===== config.mk =====
export PLATFORM = sky130hd
export DESIGN_NAME = mstr_wait_ctrl
export DESIGN_NICKNAME = d
export VERILOG_FILES = /design/src/rtl/mwc_pkg.sv /design/src/rtl/mwc_fifo.sv /design/src/rtl/mwc_flags.sv /design/src/rtl/mwc_phase.sv /design/src/rtl/mstr_wait_ctrl.sv
export SDC_FILE = /design/constraint.sdc
export NUM_CORES = 1
export LEC_CHECK = 0
export ABC_AREA = 1
export CAP_MARGIN = 20
export CORE_UTILIZATION = 59
export DETAILED_ROUTE_END_ITERATION = 12
export PLACE_DENSITY = 0.84
export RECOVER_POWER = 25
export SYNTH_ARGS = -nofsm -noshare
export SYNTH_HDL_FRONTEND = slang
export SYNTH_SLANG_ARGS = --single-unit

===== constraint.sdc =====
create_clock -name clk -period 2.6 [get_ports clk]
set_input_delay 0.52 -clock clk [delete_from_list [all_inputs] [get_ports clk]]
set_output_delay 0.52 -clock clk [all_outputs]
set_load 0.02 [all_outputs]

===== src/rtl/mwc_pkg.sv =====
package mwc_pkg;

  typedef enum logic {
    DIR_RX = 1'b0,
    DIR_TX = 1'b1
  } xfer_dir_e;

  // Circular pointer advance for any depth, power of two or not.
  function automatic int unsigned ptr_advance(input int unsigned ptr,
                                              input int unsigned depth);
    return (ptr + 1 == depth) ? 0 : ptr + 1;
  endfunction

  // Occupancy after one cycle of accepted pushes and pops.
  function automatic int unsigned occ_after(input int unsigned occ,
                                            input logic push,
                                            input logic pop);
    return occ + int'(push) - int'(pop);
  endfunction

  // Outbound look-ahead: one word left.
  function automatic logic one_word_left(input int unsigned occ);
    return occ == 1;
  endfunction

  // Inbound look-ahead: one free slot left.
  function automatic logic one_slot_left(input int unsigned occ,
                                         input int unsigned depth);
    return occ + 1 == depth;
  endfunction

endpackage


===== src/rtl/mwc_fifo.sv =====
module mwc_fifo #(
  parameter int unsigned W     = 24,
  parameter int unsigned DEPTH = 8,
  localparam int unsigned PW   = (DEPTH > 1) ? $clog2(DEPTH) : 1,
  localparam int unsigned CW   = $clog2(DEPTH + 1)
) (
  input  logic          clk,
  input  logic          rst_n,
  input  logic          flush,
  input  logic          push,
  input  logic [W-1:0]  push_data,
  input  logic          pop,
  output logic [W-1:0]  head,
  output logic [CW-1:0] occ,
  output logic [CW-1:0] occ_nxt,
  output logic          is_full,
  output logic          is_empty
);
  import mwc_pkg::*;

  logic [W-1:0]  store [DEPTH];
  logic [PW-1:0] wr_ptr, rd_ptr;
  logic          push_ok, pop_ok;

  assign is_full  = (occ == CW'(DEPTH));
  assign is_empty = (occ == '0);
  assign push_ok  = push && !is_full && !flush;
  assign pop_ok   = pop && !is_empty && !flush;
  assign head     = store[rd_ptr];

  always_comb begin
    if (flush) occ_nxt = '0;
    else       occ_nxt = CW'(occ_after(int'(occ), push_ok, pop_ok));
  end

  always_ff @(posedge clk) begin
    if (push_ok) store[wr_ptr] <= push_data;
  end

  always_ff @(posedge clk or negedge rst_n) begin
    if (!rst_n) begin
      wr_ptr <= '0;
      rd_ptr <= '0;
      occ    <= '0;
    end else begin
      occ <= occ_nxt;
      if (flush) begin
        wr_ptr <= '0;
        rd_ptr <= '0;
      end else begin
        if (push_ok) wr_ptr <= PW'(ptr_advance(int'(wr_ptr), DEPTH));
        if (pop_ok)  rd_ptr <= PW'(ptr_advance(int'(rd_ptr), DEPTH));
      end
    end
  end

endmodule


===== src/rtl/mwc_flags.sv =====
module mwc_flags #(
  parameter int unsigned DEPTH = 8,
  localparam int unsigned CW   = $clog2(DEPTH + 1)
) (
  input  logic          clk,
  input  logic          rst_n,
  input  logic          sw_rst,
  input  logic          soft_hold,
  input  logic          dir_tx,
  input  logic [CW-1:0] tx_occ_nxt,
  input  logic [CW-1:0] rx_occ_nxt,
  output logic          mwait,
  output logic          treq
);
  import mwc_pkg::*;

  logic wait_nxt;
  logic room_nxt;

  always_comb begin
    if (dir_tx) wait_nxt = one_word_left(int'(tx_occ_nxt));
    else        wait_nxt = one_slot_left(int'(rx_occ_nxt), DEPTH);
    room_nxt = (tx_occ_nxt != CW'(DEPTH));
  end

  always_ff @(posedge clk or negedge rst_n) begin
    if (!rst_n) begin
      mwait <= 1'b0;
      treq  <= 1'b1;
    end else if (soft_hold) begin
      mwait <= 1'b0;
      treq  <= 1'b0;
    end else if (sw_rst) begin
      mwait <= 1'b0;
      treq  <= 1'b1;
    end else begin
      mwait <= wait_nxt;
      treq  <= room_nxt;
    end
  end

endmodule


===== src/rtl/mwc_phase.sv =====
module mwc_phase (
  input  logic clk,
  input  logic rst_n,
  input  logic flush,
  input  logic xfer_active,
  input  logic dir_tx,
  input  logic tx_empty,
  input  logic rx_full,
  input  logic mwait,
  input  logic wait_dis,
  input  logic term_set,
  input  logic tgt_rdy,
  output logic term_pend,
  output logic irdy,
  output logic beat,
  output logic last_beat
);
  logic data_ok;
  logic stall;

  assign data_ok   = dir_tx ? !tx_empty : !rx_full;
  assign stall     = mwait && !wait_dis && !term_pend;
  assign irdy      = xfer_active && data_ok && !stall && !flush;
  assign beat      = irdy && tgt_rdy;
  assign last_beat = beat && term_pend;

  always_ff @(posedge clk or negedge rst_n) begin
    if (!rst_n)          term_pend <= 1'b0;
    else if (flush)      term_pend <= 1'b0;
    else if (term_set)   term_pend <= 1'b1;
    else if (last_beat)  term_pend <= 1'b0;
  end

endmodule


===== src/rtl/mstr_wait_ctrl.sv =====
module mstr_wait_ctrl #(
  parameter int unsigned DW    = 24,
  parameter int unsigned DEPTH = 8,
  localparam int unsigned CW   = $clog2(DEPTH + 1)
) (
  input  logic          clk,
  input  logic          rst_n,
  input  logic          sw_rst,
  input  logic          soft_hold,
  input  logic          wait_dis,
  input  logic          tx_ie,
  input  logic          tx_dma_en,
  input  logic          term_set,
  input  logic          core_wr,
  input  logic [DW-1:0] core_wdata,
  input  logic          core_rd,
  output logic [DW-1:0] core_rdata,
  output logic          core_rvalid,
  input  logic          xfer_active,
  input  logic          xfer_dir,
  input  logic          tgt_rdy,
  input  logic [DW-1:0] bus_din,
  output logic [DW-1:0] bus_dout,
  output logic          irdy,
  output logic          beat,
  output logic          last_beat,
  output logic          mwait,
  output logic          treq,
  output logic          tx_irq,
  output logic          tx_dma_req
);
  import mwc_pkg::*;

  logic          flush;
  logic          dir_tx;
  logic          term_pend;
  logic [CW-1:0] tx_occ, tx_occ_nxt, rx_occ, rx_occ_nxt;
  logic          tx_full, tx_empty, rx_full, rx_empty;
  logic          tx_pop, rx_push;

  assign flush   = sw_rst || soft_hold;
  assign dir_tx  = (xfer_dir_e'(xfer_dir) == DIR_TX);
  assign tx_pop  = beat && dir_tx;
  assign rx_push = beat && !dir_tx;

  mwc_fifo #(.W(DW), .DEPTH(DEPTH)) u_txq (
    .clk(clk), .rst_n(rst_n), .flush(flush),
    .push(core_wr), .push_data(core_wdata), .pop(tx_pop),
    .head(bus_dout), .occ(tx_occ), .occ_nxt(tx_occ_nxt),
    .is_full(tx_full), .is_empty(tx_empty)
  );

  mwc_fifo #(.W(DW), .DEPTH(DEPTH)) u_rxq (
    .clk(clk), .rst_n(rst_n), .flush(flush),
    .push(rx_push), .push_data(bus_din), .pop(core_rd),
    .head(core_rdata), .occ(rx_occ), .occ_nxt(rx_occ_nxt),
    .is_full(rx_full), .is_empty(rx_empty)
  );

  mwc_flags #(.DEPTH(DEPTH)) u_flags (
    .clk(clk), .rst_n(rst_n), .sw_rst(sw_rst), .soft_hold(soft_hold),
    .dir_tx(dir_tx), .tx_occ_nxt(tx_occ_nxt), .rx_occ_nxt(rx_occ_nxt),
    .mwait(mwait), .treq(treq)
  );

  mwc_phase u_phase (
    .clk(clk), .rst_n(rst_n), .flush(flush),
    .xfer_active(xfer_active), .dir_tx(dir_tx),
    .tx_empty(tx_empty), .rx_full(rx_full),
    .mwait(mwait), .wait_dis(wait_dis), .term_set(term_set),
    .tgt_rdy(tgt_rdy), .term_pend(term_pend),
    .irdy(irdy), .beat(beat), .last_beat(last_beat)
  );

  assign core_rvalid = !rx_empty;
  assign tx_irq      = treq && tx_ie;
  assign tx_dma_req  = treq && tx_dma_en;

  // The inbound full flag is only used via the phase logic; the outbound
  // full flag is observed through occupancy by the flag logic.
  logic unused_ok;
  assign unused_ok = tx_full;

endmodule


==> flow_metrics.tcl, run 1 <==
set metrics [dict create \
    top_ff_cell_synth "edfxtp_1" \
    cts_max_path_buffers 3 \
    cts_max_level 2 \
    multi_input_area_sq_mm 0.004095 \
    most_repeated_cell_in_the_gate_level_netlist_after_synthesis "edfxtp_1" \
    area_fraction_in_compound_gates_after_synthesis 0.08971 \
    ys_warn_count 0 \
    post-route-min-period_ns 2.662 \
    io_pins 117 \
    cts-hold-fix-buffers 0 \
    class_of_the_most_critical_setup_path "reg -> out" \
    violated_checks "setup timing" \
    drive_above_1_share 0.1733 \
    wl_met2_um 20130 \
    vdd_drop_max_v 0.0006042 \
    status "finished with violations" \
    cp_data_arrival_time_ns 2.14 \
    ys_seq_area_frac 0.7319 \
    grt_pass1_wl_um 58750 \
    worstPathRequired_ns 2.08 \
    synth.net_count 1387 \
    final.period_utilization 1.024 \
    route.antenna.remaining_nets 0 \
    maxClockFrequency_mhz 375.7 \
    endpoint_kind "output pin" \
    cts_made_buffers 40 \
    die_y_um 169.4 \
    asr_flop_ratio_synth 0.05651 \
    reg2regPathDepth 17 \
    all_layer_global_routing_usage 0.2716 \
    source_to_sink_clock_delay_at_the_later_pin_of_the_worst_skew_pair_ns 0.54 \
    final-setup-viol-count 4 \
    yosysUniqueCellTypes 36 \
    p_per_area_mw_per_mm2 643.0 \
    gr-total-overflow 0 \
    yosys-mux-area-fraction 0.01452 \
    worstHoldStart "u_phase.term_pend$_DFFE_PN0P_" \
    ys_top_cells_by_area "edfxtp_1 70%, o21ai_0 5.3%, nor2_1 4.9%" \
    rrSetupSlack_ns 0.08 \
    route.top_layer_used "met4" \
    timing.hold.worst.class "reg -> reg" \
    timing.final.hold_violations 0 \
    core-area_sq_mm 0.02725 \
    cts.sinks 407 \
    tightestPinTransition_ns 1.332 \
    total_leakage_power_nw 7.238 \
    synth.avg_cell_area_sq_um 12.67 \
    post_synth_inst_count 1306 \
    die_w_um 169.4 \
    ctsRootBufferMaster "clkbuf_16" \
    drt-total-wl_um 40160 \
    area_delta_synth_final_pct 22.18 \
    crit_path_max_fanout 9 \
    drv.max_cap_violation_count 0 \
    yosys.area.top_type "edfxtp_1" \
    tns_ns -0.1140 \
    timing_max_transition_violations_final 0 \
    endpoint_of_the_lowest_slack_register_to_register_path "u_flags.treq$_DFF_PN1_" \
    port_buffers 116 \
    initial_utilization 0.6070 \
    postLayoutSetupSlackWorst_ns -0.06166 \
    cts.reportedPaths.clkPinSlew_ns 0.06 \
    grt_max_degree 42 \
    dp.final_hpwl_um 20120 \
    synth_top_area_share 0.6971 \
    drtPass1Iterations 5 \
    regArea_sq_mm 0.01212 \
    power_w 0.01299 \
    maxSlewHeadroom 0.1122 \
    synth_simple_gate_area_share 0.1137 \
    synthesis.area_sq_mm 0.01654 \
    netlist_top_cells_count "384 x edfxtp_1, 216 x nor2_1, 194 x nand2_1, 175 x o21ai_0, 73 x o22ai_1" \
    via_count 11300 \
    regToRegStartpoint "u_txq.occ[2]$_DFF_PN0_" \
    met3_wirelength_um 3906 \
    wl_per_cell_um 21.41 \
    synthAdderAreaFrac 0.01604 \
    fill_cells 1552 \
    hold_path_sink "u_phase.term_pend$_DFFE_PN0P_" \
    place_congestion 0.8636 \
    synth_top_family_by_area "simple AND/OR/NAND/NOR gates" \
    floorplan.die_area_sq_mm 0.02871 \
    wl_met1_um 14830 \
    drc 0 \
    grt_setup_unrepaired "yes" \
    ys_ff_latch 407 \
    fin_nets 1553 \
    placement.setup.worst_slack_ns -0.4019 \
    viasPerCell 6.024 \
    yosys.area_share.xor_xnor 0.001059 \
    via_count_of_the_first_global_routing_pass 11030 \
    std_cell_rows 60 \
    initial_antenna_violation_count 4 \
    worstSetupStartpointType "register" \
    cts_tree "done" \
    min_path_cells 2 \
    synth-edff-count 384 \
    clock-skew-final_ns 0.02073 \
    drt_iter0_drc 1471 \
]
critical path, cell delays in order (launching register included):
cell and delay [ns]:
dfrtp_4 0.49, buf_8 0.17, buf_6 0.19, o21ai_0 0.14
o22ai_1 0.27, nand2_1 0.08, nand2_1 0.09, buf_2 0.18
sequential cells by signal, indices dropped and copies added (netlist names):
| signal | count |
|---|---|
| u_flags.treq | 1 |
| u_rxq.rd_ptr | 3 |
| u_rxq.wr_ptr | 3 |
| u_rxq.store | 192 |
| u_rxq.occ | 4 |
| u_txq.wr_ptr | 3 |
| u_txq.store | 192 |
| u_txq.occ | 4 |
| u_flags.mwait | 1 |
| u_phase.term_pend | 1 |
| u_txq.rd_ptr | 3 |
what timing repair did:
item / CTS / global route
setup buffers: 2 / 7
gates cloned: 5 / 3
pin swaps: 1 / 16
resized for setup: 170 / 169
setup endpoints to repair: 52 / 52
cells in the final DEF, fill, tap and decap left out, types with 23 or more instances in the layout:
cell type / Yosys / routed
edfxtp_1: 384 / 384
nor2_1: 216 / 193
nand2_1: 194 / 187
o21ai_0: 175 / 124
o22ai_1: 73 / 72
o21ai_1: 22 / 70
clkbuf_16: 0 / 42
buf_4: 10 / 39
clkdlybuf4s50_1: 0 / 37
inv_1: 39 / 35
buf_12: 0 / 29
dlygate4sd3_1: 0 / 28
nor2_2: 6 / 26
mux2i_1: 24 / 24
buf_2: 24 / 24
nand3_1: 26 / 23
cell families (layout without fill, tap and decap cells):
| family | count (synthesis) | count (layout) |
|---|---|---|
| flip-flops | 407 | 407 |
| multiplexers | 24 | 24 |
| XOR/XNOR | 2 | 2 |
| adder cells (fa/ha/maj) | 20 | 20 |
| other | 0 | 4 |
| buffers and inverters | 117 | 311 |
| AO/OA/AOI/OAI | 277 | 277 |
| AND/OR/NAND/NOR | 459 | 459 |
metal layers:
metal  vias up  global-route usage
li1       5033                   -
met3        98             0.03801
met1      5480              0.3541
met5         -                   0
met4         0              0.1101
met2       690              0.4631
metrics by stage:
step                      instances    util  instance area [sq um]  hold slack, ns
after floorplan                1306       -                  16550          0.2244
after global placement         1785  0.6840                  18640          0.5285
after detailed placement       1785  0.6840                  18640          0.5305
after CTS                      1862  0.7342                  20010          0.3538
after global routing           1876  0.7416                  20210          0.5684
final                          1876  0.7416                  20210          0.5322
worst max-delay path by stage:
stage	from	to	slack, ns
final	u_txq.rd_ptr[0]$_DFFE_PN0P_	bus_dout[2]	-0.06
after global routing	u_txq.rd_ptr[0]$_DFFE_PN0P_	bus_dout[10]	-0.13
after CTS	u_rxq.rd_ptr[0]$_DFFE_PN0P_	core_rdata[17]	-0.11
after detailed placement	soft_hold	u_flags.treq$_DFF_PN1_	-0.40
after global placement	soft_hold	u_flags.mwait$_DFF_PN0_	-0.31
after floorplan	u_rxq.occ[2]$_DFF_PN0_	u_flags.mwait$_DFF_PN0_	0.08
report_power, final:
part           internal, W  total, W  switching (W)
Clock              0.00304   0.00538        0.00235
Combinational     0.000167  0.000407       0.000240
Sequential         0.00719   0.00720      0.0000109
Total               0.0104    0.0130        0.00260
final cells by class:
cell class / count / area share
multi-input combinational: 782 / 0.2026
timing repair buffer: 195 / 0.1058
clock buffer: 49 / 0.05120
sequential: 407 / 0.5995
clock inverter: 21 / 0.008234
tap: 372 / 0.02303
antenna: 4 / 0.0004953
inverter: 46 / 0.009162
Power figures use the tool's default switching activity.
==> inputs of run 2 (changes only) <==
--- a/config.mk
+++ b/config.mk
@@ -7,9 +7,12 @@
 export LEC_CHECK = 0
 export ABC_AREA = 1
 export CAP_MARGIN = 20
-export CORE_UTILIZATION = 59
+export CELL_PAD_IN_SITES_DETAIL_PLACEMENT = 1
+export CELL_PAD_IN_SITES_GLOBAL_PLACEMENT = 1
+export CORE_MARGIN = 3
+export CORE_UTILIZATION = 48
 export DETAILED_ROUTE_END_ITERATION = 12
-export PLACE_DENSITY = 0.84
+export PLACE_DENSITY = 0.83
 export RECOVER_POWER = 25
 export SYNTH_ARGS = -nofsm -noshare
 export SYNTH_HDL_FRONTEND = slang
==> flow_metrics.tcl, run 2 (synthesized netlist as in run 1, its figures left out) <==
set metrics [dict create \
    violated_checks "setup timing" \
    maxSlewHeadroom 0.02715 \
    drt-total-wl_um 54500 \
    endpoint_of_the_lowest_slack_register_to_register_path "u_flags.mwait$_DFF_PN0_" \
    timing_max_transition_violations_final 0 \
    source_to_sink_clock_delay_at_the_later_pin_of_the_worst_skew_pair_ns 0.56 \
    commonest_cells_after_routing_fill_and_taps_aside "384 x edfxtp_1, 178 x nor2_1, 175 x nand2_1" \
    critical_path.startpoint "u_txq.rd_ptr[0]$_DFFE_PN0P_" \
    std_cell_rows 67 \
    die_w_um 191.6 \
    dp.final_hpwl_um 26440 \
    floorplan.die_area_sq_mm 0.03673 \
    route.antenna.remaining_nets 0 \
    drt_iter0_drc 1159 \
    final_cell_count_no_fill 1993 \
    io_pins 117 \
    cts_tree "done" \
    grt_setup_unrepaired "yes" \
    largest_registers "u_rxq.store (192), u_txq.store (192)" \
    placed_insts 1868 \
    drive_above_1_share 0.2202 \
    fin_nets 1593 \
    worstSetupStartpointType "register" \
    cts_max_level 2 \
    postLayoutSetupSlackWorst_ns -0.1468 \
    clock-skew-final_ns 0.02227 \
    class_of_the_most_critical_setup_path "reg -> out" \
    place_congestion 0.8094 \
    cts-hold-fix-buffers 0 \
    drv.max_cap_violation_count 0 \
    initial_antenna_violation_count 4 \
    final.period_utilization 1.056 \
    vdd_drop_max_v 0.0005602 \
    port_buffers 116 \
    worstPathRequired_ns 2.08 \
    gr-total-overflow 0 \
    crit_path_max_fanout 6 \
    total_leakage_power_nw 7.637 \
    via_count 12090 \
    final-setup-viol-count 19 \
    via_count_of_the_first_global_routing_pass 12650 \
    maxClockFrequency_mhz 364.1 \
    regToRegStartpoint "u_txq.occ[2]$_DFF_PN0_" \
    reg2regPathDepth 19 \
    p_per_area_mw_per_mm2 645.1 \
    all_layer_global_routing_usage 0.2666 \
    area_delta_synth_final_pct 28.10 \
    cts.sinks 407 \
    mostFrequentLayoutCell "edfxtp_1" \
    wl_per_cell_um 27.35 \
    tightestPinTransition_ns 1.459 \
    cp_data_arrival_time_ns 2.23 \
    status "finished with violations" \
    fill_cells 3248 \
    drtPass1Iterations 5 \
    timing.hold.worst.class "in -> reg" \
    cts_max_path_buffers 3 \
    core-area_sq_mm 0.03378 \
    ctsRootBufferMaster "clkbuf_16" \
    placement.setup.worst_slack_ns -0.5183 \
    cts_made_buffers 43 \
    rrSetupSlack_ns -0.07 \
    cts.reportedPaths.clkPinSlew_ns 0.07 \
    timing.final.hold_violations 0 \
    post-route-min-period_ns 2.747 \
    critical_path.endpoint "bus_dout[12]" \
    initial_utilization 0.4896 \
    grt_max_degree 65 \
    die_y_um 191.6 \
    endpoint_kind "output pin" \
    viasPerCell 6.066 \
    drc 0 \
    grt_pass1_wl_um 73840 \
]
run 2: changes by cell type in the layout (fill, tap and decap cells not counted), sizes merged:
cell           delta
clkinvlp          +1
bufinv            +2
buf              +31
clkbuf           +11
diode             -3
clkinv            +1
clkdlybuf4s50     +2
dlygate4sd3       -2
clkdlybuf4s15     -2
run 2: cell type report:
type | instances | area, sq um | share of cell area
multi-input cells | 782 | 4234 | 0.1998
inverters | 46 | 201.4 | 0.009506
clock buffers | 53 | 1114 | 0.05255
diodes | 1 | 2.502 | 0.0001181
repair buffers | 231 | 2739 | 0.1293
clock inverters | 24 | 216.5 | 0.01021
flip-flops and latches | 407 | 12110 | 0.5717
repair inverters | 1 | 8.758 | 0.0004133
well taps | 448 | 560.5 | 0.02645
run 2: how the worst min path moves through the flow:
stage                                          endpoint                           from  cells after the start
after floorplan                 u_flags.mwait$_DFF_PN0_                          rst_n                      0
after global placement    u_phase.term_pend$_DFFE_PN0P_  u_phase.term_pend$_DFFE_PN0P_                      2
after detailed placement  u_phase.term_pend$_DFFE_PN0P_  u_phase.term_pend$_DFFE_PN0P_                      2
after CTS                   u_txq.wr_ptr[1]$_DFFE_PN0P_                          rst_n                      2
after global routing      u_phase.term_pend$_DFFE_PN0P_                       term_set                      3
final                     u_phase.term_pend$_DFFE_PN0P_                       term_set                      3
run 2: per-stage QoR:
step,instance area (sq um),hold WS (ns),total power (W),utilization,setup TNS (ns)
floorplan,16550,0.2244,0.007469,-,0
global placement,18790,0.5293,0.007725,0.5561,-1.574
detailed placement,18790,0.5549,0.007752,0.5561,-2.983
CTS,20330,0.3602,0.01357,0.6018,-0.3633
global route,21190,0.5806,0.01402,0.6272,-2.647
finish,21190,0.5714,0.01367,0.6272,-1.004
run 2: where the power goes:
part           switching, W  internal [W]  total, W
logic              0.000284      0.000193  0.000476
registers         0.0000131       0.00719   0.00721
clock network       0.00255       0.00343   0.00599
run 2: critical path: stages, from the launching register on:
cell and delay [ns]:
dfrtp_4 0.50, buf_12 0.16, buf_6 0.13, clkbuf_16 0.15
nor2_1 0.14, nor2_1 0.06, o21ai_0 0.06, o21ai_0 0.12
nand2_1 0.10, nand2_1 0.08, buf_2 0.16
run 2: layer usage:
metal  up-vias  global-route usage  wire length (um)
li1       5120                   -                 -
met1      6151              0.3284             20640
met2       659              0.4696             28070
met3       154             0.04234              3910
met4         6              0.1109              1835
met5         -                   0                47
run 2: what timing repair did:
| item | 4_1_cts | 5_1_grt |
|---|---|---|
| gates resized for setup | 228 | 215 |
| gates cloned | 5 | 17 |
| setup endpoints to repair | 53 | 48 |
| setup buffers | 5 | 21 |
| pin swaps | 4 | 44 |
